===== config.mk =====
export PLATFORM = sky130hd
export DESIGN_NAME = serial_port_front
export DESIGN_NICKNAME = d
export VERILOG_FILES = /design/src/rtl/serial_port_pkg.sv /design/src/rtl/spf_plain_reg.sv /design/src/rtl/spf_rx_hold.sv /design/src/rtl/spf_int_id.sv /design/src/rtl/serial_port_front.sv
export SDC_FILE = /design/constraint.sdc
export NUM_CORES = 1
export LEC_CHECK = 0
export BUFFER_PORTS_ARGS = -buffer_cell sky130_fd_sc_hd__buf_2
export CAP_MARGIN = 20
export CORE_ASPECT_RATIO = 1.1
export CORE_MARGIN = 4
export CORE_UTILIZATION = 35
export DETAILED_ROUTE_END_ITERATION = 8
export MAX_ROUTING_LAYER = met4
export SYNTH_ARGS = -nofsm -noshare
export SYNTH_HDL_FRONTEND = slang
export SYNTH_SLANG_ARGS = --single-unit

===== constraint.sdc =====
create_clock -name clk -period 1.5 [get_ports clk]
set_input_delay 0.3 -clock clk [delete_from_list [all_inputs] [get_ports clk]]
set_output_delay 0.3 -clock clk [all_outputs]
set_load 0.01 [all_outputs]

===== src/rtl/serial_port_pkg.sv =====
package serial_port_pkg;
  localparam int DW = 8;
  localparam int AW = 3;

  localparam logic [AW-1:0] OFS_DATA = 3'd0;
  localparam logic [AW-1:0] OFS_IEN  = 3'd1;
  localparam logic [AW-1:0] OFS_IID  = 3'd2;
  localparam logic [AW-1:0] OFS_LCTL = 3'd3;
  localparam logic [AW-1:0] OFS_MCTL = 3'd4;
  localparam logic [AW-1:0] OFS_LSTS = 3'd5;
  localparam logic [AW-1:0] OFS_MSTS = 3'd6;
  localparam logic [AW-1:0] OFS_SCR  = 3'd7;

  // plain storage registers, index order used by the top
  localparam int PLAIN_N = 4;
  localparam logic [AW-1:0] PLAIN_OFS [PLAIN_N] = '{OFS_IEN, OFS_LCTL, OFS_MCTL, OFS_SCR};

  localparam int IID_PEND_N = 0;
  localparam int IID_TX     = 1;
  localparam int IID_RX     = 2;
  localparam logic [DW-1:0] IID_IDLE = 8'h01;

  localparam logic [DW-1:0] LSTS_FIXED = 8'h60;
  localparam logic [DW-1:0] MSTS_FIXED = 8'hB0;
endpackage


===== src/rtl/spf_plain_reg.sv =====
module spf_plain_reg #(
  parameter int DW = 8,
  parameter int AW = 3,
  parameter logic [AW-1:0] OFS = '0
) (
  input  logic          clk,
  input  logic          rst_n,
  input  logic          wr,
  input  logic [AW-1:0] addr,
  input  logic [DW-1:0] wdata,
  output logic [DW-1:0] q
);
  always_ff @(posedge clk or negedge rst_n) begin
    if (!rst_n) q <= '0;
    else if (wr && addr == OFS) q <= wdata;
  end

  p_hold_unless_written_r12: assert property (@(posedge clk) disable iff (!rst_n)
    !(wr && addr == OFS) |=> $stable(q));
endmodule


===== src/rtl/spf_rx_hold.sv =====
module spf_rx_hold #(
  parameter int DW = 8
) (
  input  logic          clk,
  input  logic          rst_n,
  input  logic [DW-1:0] in_data,
  input  logic          in_valid,
  output logic          in_ready,
  input  logic          host_take,
  output logic          accept,
  output logic [DW-1:0] held,
  output logic          full
);
  assign in_ready = !full && !host_take;
  assign accept   = in_valid && in_ready;

  always_ff @(posedge clk or negedge rst_n) begin
    if (!rst_n) begin
      held <= '0;
      full <= 1'b0;
    end else if (accept) begin
      held <= in_data;
      full <= 1'b1;
    end else if (host_take && full) begin
      held <= '0;
      full <= 1'b0;
    end
  end

  p_latch_on_accept_r2: assert property (@(posedge clk) disable iff (!rst_n)
    accept |=> full && held == $past(in_data));
  p_take_empties_r5: assert property (@(posedge clk) disable iff (!rst_n)
    host_take && full |=> !full && held == '0);
  p_full_blocks_r2: assert property (@(posedge clk) disable iff (!rst_n)
    full && !host_take |=> full && $stable(held));
endmodule


===== src/rtl/spf_int_id.sv =====
module spf_int_id
  import serial_port_pkg::*;
(
  input  logic          clk,
  input  logic          rst_n,
  input  logic          ev_rx,
  input  logic          ev_tx,
  input  logic          clr_rx,
  input  logic          clr_tx,
  output logic [DW-1:0] iid
);
  logic [DW-1:0] clr_mask, set_mask, cleared, nxt;

  always_comb begin
    clr_mask = '0;
    clr_mask[IID_RX] = clr_rx;
    clr_mask[IID_TX] = clr_tx;
    set_mask = '0;
    set_mask[IID_RX] = ev_rx;
    set_mask[IID_TX] = ev_tx;
    cleared = iid & ~clr_mask;
    if ((clr_rx || clr_tx) && cleared == '0) cleared = IID_IDLE;
    nxt = cleared;
    if (set_mask != '0) begin
      nxt = cleared | set_mask;
      nxt[IID_PEND_N] = 1'b0;
    end
  end

  always_ff @(posedge clk or negedge rst_n) begin
    if (!rst_n) iid <= IID_IDLE;
    else iid <= nxt;
  end

  p_never_zero_r7: assert property (@(posedge clk) disable iff (!rst_n) iid != '0);
  p_tx_source_r4: assert property (@(posedge clk) disable iff (!rst_n)
    ev_tx |=> iid[IID_TX] && !iid[IID_PEND_N]);
  p_rx_source_r3: assert property (@(posedge clk) disable iff (!rst_n)
    ev_rx |=> iid[IID_RX] && !iid[IID_PEND_N]);
  p_tx_clear_r6: assert property (@(posedge clk) disable iff (!rst_n)
    clr_tx && !ev_tx |=> !iid[IID_TX]);
  p_rx_clear_r5: assert property (@(posedge clk) disable iff (!rst_n)
    clr_rx && !ev_rx |=> !iid[IID_RX]);
endmodule


===== src/rtl/serial_port_front.sv =====
module serial_port_front
  import serial_port_pkg::*;
(
  input  logic          clk,
  input  logic          rst_n,
  input  logic [AW-1:0] bus_addr,
  input  logic          bus_rd,
  input  logic          bus_wr,
  input  logic [DW-1:0] bus_wdata,
  output logic [DW-1:0] bus_rdata,
  input  logic [DW-1:0] rx_data,
  input  logic          rx_valid,
  output logic          rx_ready,
  output logic [DW-1:0] tx_data,
  output logic          tx_valid,
  output logic          irq
);
  logic [DW-1:0] plain_q [PLAIN_N];
  logic [DW-1:0] ien, lctl, mctl, scr, held, iid;
  logic          wr_data, rd_data, rd_iid, accept, full;

  assign wr_data = bus_wr && bus_addr == OFS_DATA;
  assign rd_data = bus_rd && bus_addr == OFS_DATA;
  assign rd_iid  = bus_rd && bus_addr == OFS_IID;

  for (genvar g = 0; g < PLAIN_N; g++) begin : g_plain
    spf_plain_reg #(.DW(DW), .AW(AW), .OFS(PLAIN_OFS[g])) u_reg (
      .clk(clk), .rst_n(rst_n), .wr(bus_wr), .addr(bus_addr),
      .wdata(bus_wdata), .q(plain_q[g]));
  end

  assign ien  = plain_q[0];
  assign lctl = plain_q[1];
  assign mctl = plain_q[2];
  assign scr  = plain_q[3];

  spf_rx_hold #(.DW(DW)) u_rx (
    .clk(clk), .rst_n(rst_n), .in_data(rx_data), .in_valid(rx_valid),
    .in_ready(rx_ready), .host_take(rd_data), .accept(accept),
    .held(held), .full(full));

  spf_int_id u_iid (
    .clk(clk), .rst_n(rst_n),
    .ev_rx(accept && ien[0]), .ev_tx(wr_data && ien[1]),
    .clr_rx(rd_data), .clr_tx(rd_iid), .iid(iid));

  always_ff @(posedge clk or negedge rst_n) begin
    if (!rst_n) begin
      tx_valid <= 1'b0;
      tx_data  <= '0;
    end else begin
      tx_valid <= wr_data;
      if (wr_data) tx_data <= bus_wdata;
    end
  end

  assign irq = !iid[IID_PEND_N];

  always_comb begin
    bus_rdata = '0;
    if (bus_rd) begin
      unique case (bus_addr)
        OFS_DATA: bus_rdata = held;
        OFS_IEN:  bus_rdata = ien;
        OFS_IID:  bus_rdata = iid;
        OFS_LCTL: bus_rdata = lctl;
        OFS_MCTL: bus_rdata = mctl;
        OFS_LSTS: bus_rdata = LSTS_FIXED | {{(DW-1){1'b0}}, full};
        OFS_MSTS: bus_rdata = MSTS_FIXED;
        OFS_SCR:  bus_rdata = ~scr;
        default:  bus_rdata = '0;
      endcase
    end
  end

  p_tx_echo_r4: assert property (@(posedge clk) disable iff (!rst_n)
    wr_data |=> tx_valid && tx_data == $past(bus_wdata));
  p_tx_single_r4: assert property (@(posedge clk) disable iff (!rst_n)
    !wr_data |=> !tx_valid);
  p_ready_low_when_held_r2: assert property (@(posedge clk) disable iff (!rst_n)
    full |-> !rx_ready);
endmodule


==> results of run 1 <==
==> metrics by stage <==
stage	setup TNS, ps	utilization	hold slack (ps)
global placement	-3930	0.454	279
finish	-927	0.498	243
CTS	-1140	0.492	233
floorplan	-9.58	-	4.41
detailed placement	-4440	0.454	284
global route	-1590	0.498	255
==> cells in the final DEF, fill, tap and decap left out, drive strengths merged, types with 2 or more instances in the layout <==
cell,netlist,routed
nor2b,7,7
nor3,2,2
o2111a,2,2
dfrtp,52,52
a22oi,8,8
inv,10,11
a21oi,12,12
mux2,35,35
clkbuf,3,5
buf,11,97
nand3,3,3
mux2i,6,6
o21ai,16,16
o221ai,4,4
nor2,9,9
o2bb2ai,8,8
bufinv,0,2
a31oi,2,2
nand2,15,15
==> synth_stat cells, drive strengths merged <==
library cell	count	area share
dfrtp	52	0.50
mux2	35	0.15
o21ai	16	0.031
nand2	15	0.022
a21oi	12	0.023
buf	11	0.026
inv	10	0.015
nor2	9	0.014
a22oi	8	0.023
o2bb2ai	8	0.027
nor2b	7	0.017
mux2i	6	0.023
o221ai	4	0.014
clkbuf	3	0.0044
nand3	3	0.0058
a31oi	2	0.0049
nor3	2	0.013
o2111a	2	0.0087
a211oi	1	0.0029
a311oi	1	0.0034
a32oi	1	0.0034
dfstp	1	0.010
mux4	1	0.0087
nand2b	1	0.0053
nand4	1	0.0049
nand4b	1	0.0058
nor3b	1	0.0049
nor4b	1	0.0092
o22a	1	0.0034
o22ai	1	0.0024
o311ai	1	0.0034
o31ai	1	0.0029
==> where the power goes <==
part | total [W] | switching [W] | internal [W]
Clock | 0.00115 | 0.000482 | 0.000672
Combinational | 0.000945 | 0.000427 | 0.000517
Sequential | 0.00192 | 0.000181 | 0.00174
==> per-layer routing <==
layer,up-vias,part of all wire,wire length [um]
met5,-,0,0
met4,0,0.014,91
met3,7,0.048,311
met2,58,0.48,3100
met1,1026,0.46,3000
li1,986,-,-
==> worst max-delay path: cells and delay by family (launching register included) <==
kind,cells,cell delay (ps)
muxes,1,490
buffers and inverters,1,130
DFF,1,400
AOI/OAI and AO/OA,2,200
==> final cells by class <==
class | count | area share
clock buffers | 5 | 0.0195
clock inverters | 3 | 0.0195
inverters | 10 | 0.0106
multi-input cells | 142 | 0.341
flip-flops and latches | 53 | 0.376
well taps | 85 | 0.0301
repair buffers | 98 | 0.203
==> cell families (layout without fill, tap and decap cells) <==
group	count (synthesis)	count (layout)	share of synthesized area
AO/OA/AOI/OAI	59	59	0.154
multiplexers	42	42	0.185
buffers and inverters	24	116	0.0451
flip-flops	53	53	0.515
AND/OR/NAND/NOR	41	41	0.101
==> worst max-delay path by stage <==
stage,to,depth (start not counted)
floorplan,bus_rdata[4],5
detailed placement,bus_rdata[7],7
finish,bus_rdata[0],4
global route,bus_rdata[0],4
global placement,tx_data[7],6
CTS,bus_rdata[0],4
==> registers in the layout (all words and copies together) (netlist names) <==
signal / cells
tx_valid: 1
tx_data: 8
u_iid.iid: 3
u_rx.held: 8
g_plain.u_reg.q: 32
u_rx.full: 1
==> what timing repair did <==
| action | 4_1_cts | 5_1_grt |
|---|---|---|
| hold endpoints to repair | 16 | 0 |
| hold buffers | 1 | 0 |
| cloned | 0 | 0 |
| setup endpoints to repair | 9 | 13 |
| buffers inserted | 8 | 2 |
| pin swaps | 13 | 6 |
| resized for setup | 21 | 12 |
==> summary.md, run 1 <==
| Metric | Value |
|---|---|
| Warnings from Yosys | 0 |
| Final instance area | 3530 sq um |
| Detail Placement HPWL | 4.84 mm |
| Final hold violation count | 0 |
| Count of non-filler cells in the finished layout | 396 |
| Worst min path class | input port to register |
| Final worst-path setup slack | -321 ps |
| Hold Path End | u_rx.full |
| Number of ports placed on the die boundary | 43 |
| # fillers | 644 |
| Routed wire length | 6.51 mm |
| TritonCTS clock tree | built |
| Worst clock skew | 4.18 ps |
| Met1 capacity usage during global routing | 0.211 |
| Hold_sp | rx_valid |
| Worst Path Required | 1200 ps |
| Shortest period the worst path allows | 1820 ps |
| Number of antenna violations at the first check in global routing | 0 |
| Critical-path maximum fanout | 2 |
| Die Span Y | 98.0 um |
| Number of nets in the synthesized netlist | 243 |
| Drt first-iter violations | 140 |
| Cell Rows | 32 |
| Per-cell via count in the routed design | 5.24 |
| Total power draw | 0.00401 W |
| Number of vias after detailed routing | 2,077 |
| Slew Limit Fails | 0 |
| M2 GR Usage | 0.259 |
| Number of instances in the placed design | 378 |
| FF-to-FF setup slack | 290 ps |
| Placer congestion estimate | 0.868 |
| Maximum operating frequency | 0.549 GHz |
| Data arrival, critical path | 1520 ps |
| Largest stage delay on the critical path | 490 ps |
| Worst slack, placed | -209 ps |
| Initial cell density of the core | 0.364 |
| Startpoint-to-endpoint class of the critical path | register to output port |
| Antenna-violating nets left | 0 |
| Detailed-route DRC error count | 0 |
| Met3 capacity usage during global routing | 0.0262 |
| Area taken by flip-flops and latches | 1330 sq um |
| Worst setup path startpoint | u_rx.full |
| Share of the clock period used by the worst path | 1.21 |
| R2R Path Start | u_rx.full |
| Insertion delay to the later sink of the worst-skew pair | 310 ps |
| Cts bufs inserted | 5 |
| Synth Register Bits | 53 |
| Via count of the first global-routing pass | 2,159 |
| Unrepaired setup endpoints after global routing | yes |
| Leakage power | 1.62 nW |
| Global router's overall resource usage | 0.162 |
| Detailed Routing Iterations Pass 1 | 4 |
| Cells after synthesis | 219 |
| Violated checks | negative setup slack |
| # diodes | 0 |
| Clk pin slew, worst setup/hold paths | 90 ps |
| Sequential cell area fraction in the yosys report | 0.515 |
| Post-layout net count | 334 |
| Area of the multi-input gates | 1200 sq um |
| R2r worst-path depth | 6 |
| Maximum number of pins on one net before global-route repair | 29 |
| Largest vdd supply drop | 527 uV |
| Synthesis-to-layout area growth | 36.9% |
| Syn avg cell area | 11.8 sq um |
| Count of buffers inserted at the top-level ports | 42 |
| Number of distinct library cells after synthesis | 34 |
| Worst hold path cell count | 3 |
| Critical path endpoint category | output port |
| Post-synth design cell area | 2580 sq um |
| Power per Cell Area | 1140 nW/um^2 |
| CP Cell Sequence | mux4_2 > o21ai_2 > a21oi_2 > buf_2 |
| Maximum level of the CTS H-tree | 2 |
| Cell at the root of the clock tree | sky130_fd_sc_hd__clkbuf_8 |
| Worst setup SP type | register |
| Number of maximum-capacitance constraint violations | 0 |
| Maximum buffer depth of the clock tree | 2 |
| Wire length per cell | 16.4 um |
| Placed cell areas | 3220 sq um |
| Run status | finished, violations left |
| Area enclosed by the die boundary | 8810 sq um |
| Reg2Reg Capture Point | u_iid.iid[0] |
| Remaining max-slew budget at the tightest pin | 0.689 |
| Busiest layer in global routing | met2 |
| Fraction of layout cells with a size suffix above 1 | 0.537 |
| Final count of negative-setup-slack endpoints | 7 |
| Clock sink count | 53 |
| Die X | 89.8 um |
| Total overflow reported by the global router | 0 |
| Area of the core region | 7090 sq um |
| First-pass GRT wire length | 11.0 mm |
| Critical Path Slowest Stage Cell | sky130_fd_sc_hd__mux4_2 |
| Slew @ Worst Pin | 467 ps |
No activity file was read; power rests on OpenSTA's default activity.
==> run 2, diff against run 1 <==
--- a/config.mk
+++ b/config.mk
@@ -8,7 +8,7 @@
 export BUFFER_PORTS_ARGS = -buffer_cell sky130_fd_sc_hd__buf_2
 export CAP_MARGIN = 20
 export CORE_ASPECT_RATIO = 1.1
-export CORE_MARGIN = 4
+export CORE_MARGIN = 3
 export CORE_UTILIZATION = 35
 export DETAILED_ROUTE_END_ITERATION = 8
 export MAX_ROUTING_LAYER = met4
==> summary.md, run 2 (synthesis results as in run 1) <==
| Metric | Value |
|---|---|
| Registers with the most flip-flops | g_plain.u_reg.q (32), tx_data (8), u_rx.held (8) |
| Worst clock skew | 4.84 ps (+0.661 ps) |
| Maximum buffer depth of the clock tree | 2 (unchanged) |
| Placer congestion estimate | 0.875 (+0.74%) |
| Initial cell density of the core | 0.364 (unchanged) |
| Share of the clock period used by the worst path | 1.23 (+0.0152) |
| Via count of the first global-routing pass | 1,997 (-7.5%) |
| Number of vias after detailed routing | 2,024 (-2.6%) |
| Wire length per cell | 16.3 um (-0.60%) |
| Commonest cells after routing, fill and taps aside | 52 x sky130_fd_sc_hd__dfrtp_1, 39 x sky130_fd_sc_hd__buf_4, 39 x sky130_fd_sc_hd__buf_2, 34 x sky130_fd_sc_hd__mux2_2, 14 x sky130_fd_sc_hd__nand2_1 |
| Detailed-route DRC error count | 0 (unchanged) |
| Cell Rows | 32 (unchanged) |
| Final hold violation count | 0 (unchanged) |
| Total power draw | 0.00387 W (-3.6%) |
| Area of the core region | 7090 sq um (unchanged) |
| Per-cell via count in the routed design | 5.19 (-1.1%) |
| Maximum operating frequency | 0.542 GHz (-1.2%) |
| Final count of negative-setup-slack endpoints | 8 (+1) |
| Violated checks | negative setup slack |
| Clock sink count | 53 (unchanged) |
| Maximum level of the CTS H-tree | 2 (unchanged) |
| Register bank with the most flops | g_plain.u_reg.q |
| Post-layout net count | 328 (-1.8%) |
| Clk pin slew, worst setup/hold paths | 100 ps (about the same) |
| Critical-path maximum fanout | 2 (unchanged) |
| Detailed Routing Iterations Pass 1 | 4 (unchanged) |
| Remaining max-slew budget at the tightest pin | 0.802 (+0.113) |
| TritonCTS clock tree | built |
| Data arrival, critical path | 1540 ps (+20 ps) |
| Area of the multi-input gates | 1210 sq um (+0.73%) |
| Cts bufs inserted | 5 (unchanged) |
| Number of maximum-capacitance constraint violations | 0 (unchanged) |
| Area enclosed by the die boundary | 8430 sq um (-4.2%) |
| Number of instances in the placed design | 370 (-2.1%) |
| Shortest period the worst path allows | 1840 ps (+22.8 ps) |
| Leading cell type in the layout, fill and taps excluded | sky130_fd_sc_hd__dfrtp_1 |
| Die X | 87.8 um (-2.2%) |
| Total overflow reported by the global router | 0 (unchanged) |
| Insertion delay to the later sink of the worst-skew pair | 310 ps (about the same) |
| Drt first-iter violations | 130 (-7.1%) |
| Largest vdd supply drop | 432 uV (-18%) |
| Number of flip-flops in the largest register | 32 (unchanged) |
| Count of non-filler cells in the finished layout | 390 (-1.5%) |
| # diodes | 0 (unchanged) |
| Maximum number of pins on one net before global-route repair | 54 (+86%) |
| Count of buffers inserted at the top-level ports | 42 (unchanged) |
| Synthesis-to-layout area growth | 36.1% |
| Slew Limit Fails | 0 (unchanged) |
| Number of ports placed on the die boundary | 43 (unchanged) |
| Run status | finished, violations left |
| Routed wire length | 6.37 mm (-2.1%) |
| Startpoint-to-endpoint class of the critical path | register to output port |
| Fraction of layout cells with a size suffix above 1 | 0.525 (-0.0124) |
| Worst min path class | input port to register |
| Unrepaired setup endpoints after global routing | yes |
| Final worst-path setup slack | -343 ps (-22.8 ps) |
| First-pass GRT wire length | 10.3 mm (-6.1%) |
| Slew @ Worst Pin | 297 ps (-170 ps) |
| Number of antenna violations at the first check in global routing | 0 (unchanged) |
| Detail Placement HPWL | 4.53 mm (-6.5%) |
| Critical path endpoint category | output port |
| Leakage power | 1.61 nW (-0.76%) |
| Die Span Y | 96.0 um (-2.0%) |
| Worst setup SP type | register |
| Global router's overall resource usage | 0.164 (+0.00199) |
| Power per Cell Area | 1100 nW/um^2 (-3.1%) |
| Worst Path Required | 1200 ps (about the same) |
| Cell at the root of the clock tree | sky130_fd_sc_hd__clkbuf_8 |
| Area taken by flip-flops and latches | 1330 sq um (unchanged) |
| # fillers | 639 (-0.78%) |
| Antenna-violating nets left | 0 (unchanged) |
==> run 2: changes by cell type in the layout (fill, tap and decap cells not counted), sizes merged <==
cell / change
bufinv: -1
buf: -6
clkinv: +1
==> run 2: power by group <==
| group | internal (W) | switching [W] | total, W |
|---|---|---|---|
| Clock | 0.000501 | 0.000491 | 0.000992 |
| Sequential | 0.00173 | 0.000170 | 0.00191 |
| Combinational | 0.000534 | 0.000437 | 0.000970 |
| Total | 0.00277 | 0.00110 | 0.00387 |
==> run 2: timing repair <==
action | CTS | global route
setup buffers | 7 | 3
pin swaps | 12 | 6
cloned | 1 | 0
endpoints found under the setup margin | 9 | 9
hold buffers | 1 | 0
endpoints found under the hold margin | 52 | 0
gates resized for setup | 23 | 12
==> run 2: metal layers <==
layer | up-vias | part of all wire | GRT usage
li1 | 973 | - | -
met1 | 973 | 0.47 | 0.235
met2 | 62 | 0.45 | 0.238
met3 | 16 | 0.059 | 0.0231
met4 | 0 | 0.023 | 0.0524
met5 | - | 0 | -
==> run 2: worst paths after layout <==
path,startpoint,end,slack (ps),cells past startpoint
worst max-delay path,u_rx.full,bus_rdata[0],-340,4
worst min-delay path,rx_valid,u_rx.full,230,3
worst max register to register,u_rx.full,u_iid.iid[0],270,6
worst min register to register,g_plain[2].u_reg.q[3],g_plain[2].u_reg.q[3],510,1
max in group asynchronous,rst_n,u_iid.iid[0],720,3
min in group asynchronous,rst_n,u_rx.held[2],500,3
==> run 2: cell type report <==
class	instances	area share
well taps	85	0.0303
repair buffers	92	0.203
clock buffers	5	0.0196
clock inverters	3	0.0125
multi-input cells	142	0.345
inverters	10	0.0107
flip-flops and latches	53	0.378
==> run 2: through the flow <==
stage               hold slack (ps)  TNS [ps]  instance area (sq um)   util  worst slack (ps)
floorplan                      4.41     -9.58                   2590      -             -9.58
global placement                320     -3160                   3210  0.453              -182
detailed placement              323     -3710                   3210  0.453              -192
CTS                             228     -1110                   3440  0.485              -349
global route                    258     -1540                   3510  0.495              -431
finish                          232      -983                   3510  0.495              -343
==> run 2: worst max-delay path, cell delays in order, from the launching register on <==
cell and delay, ps:
sky130_fd_sc_hd__dfrtp_1 390, sky130_fd_sc_hd__mux4_2 500, sky130_fd_sc_hd__o21ai_2 150, sky130_fd_sc_hd__a21oi_2 50, sky130_fd_sc_hd__buf_2 140
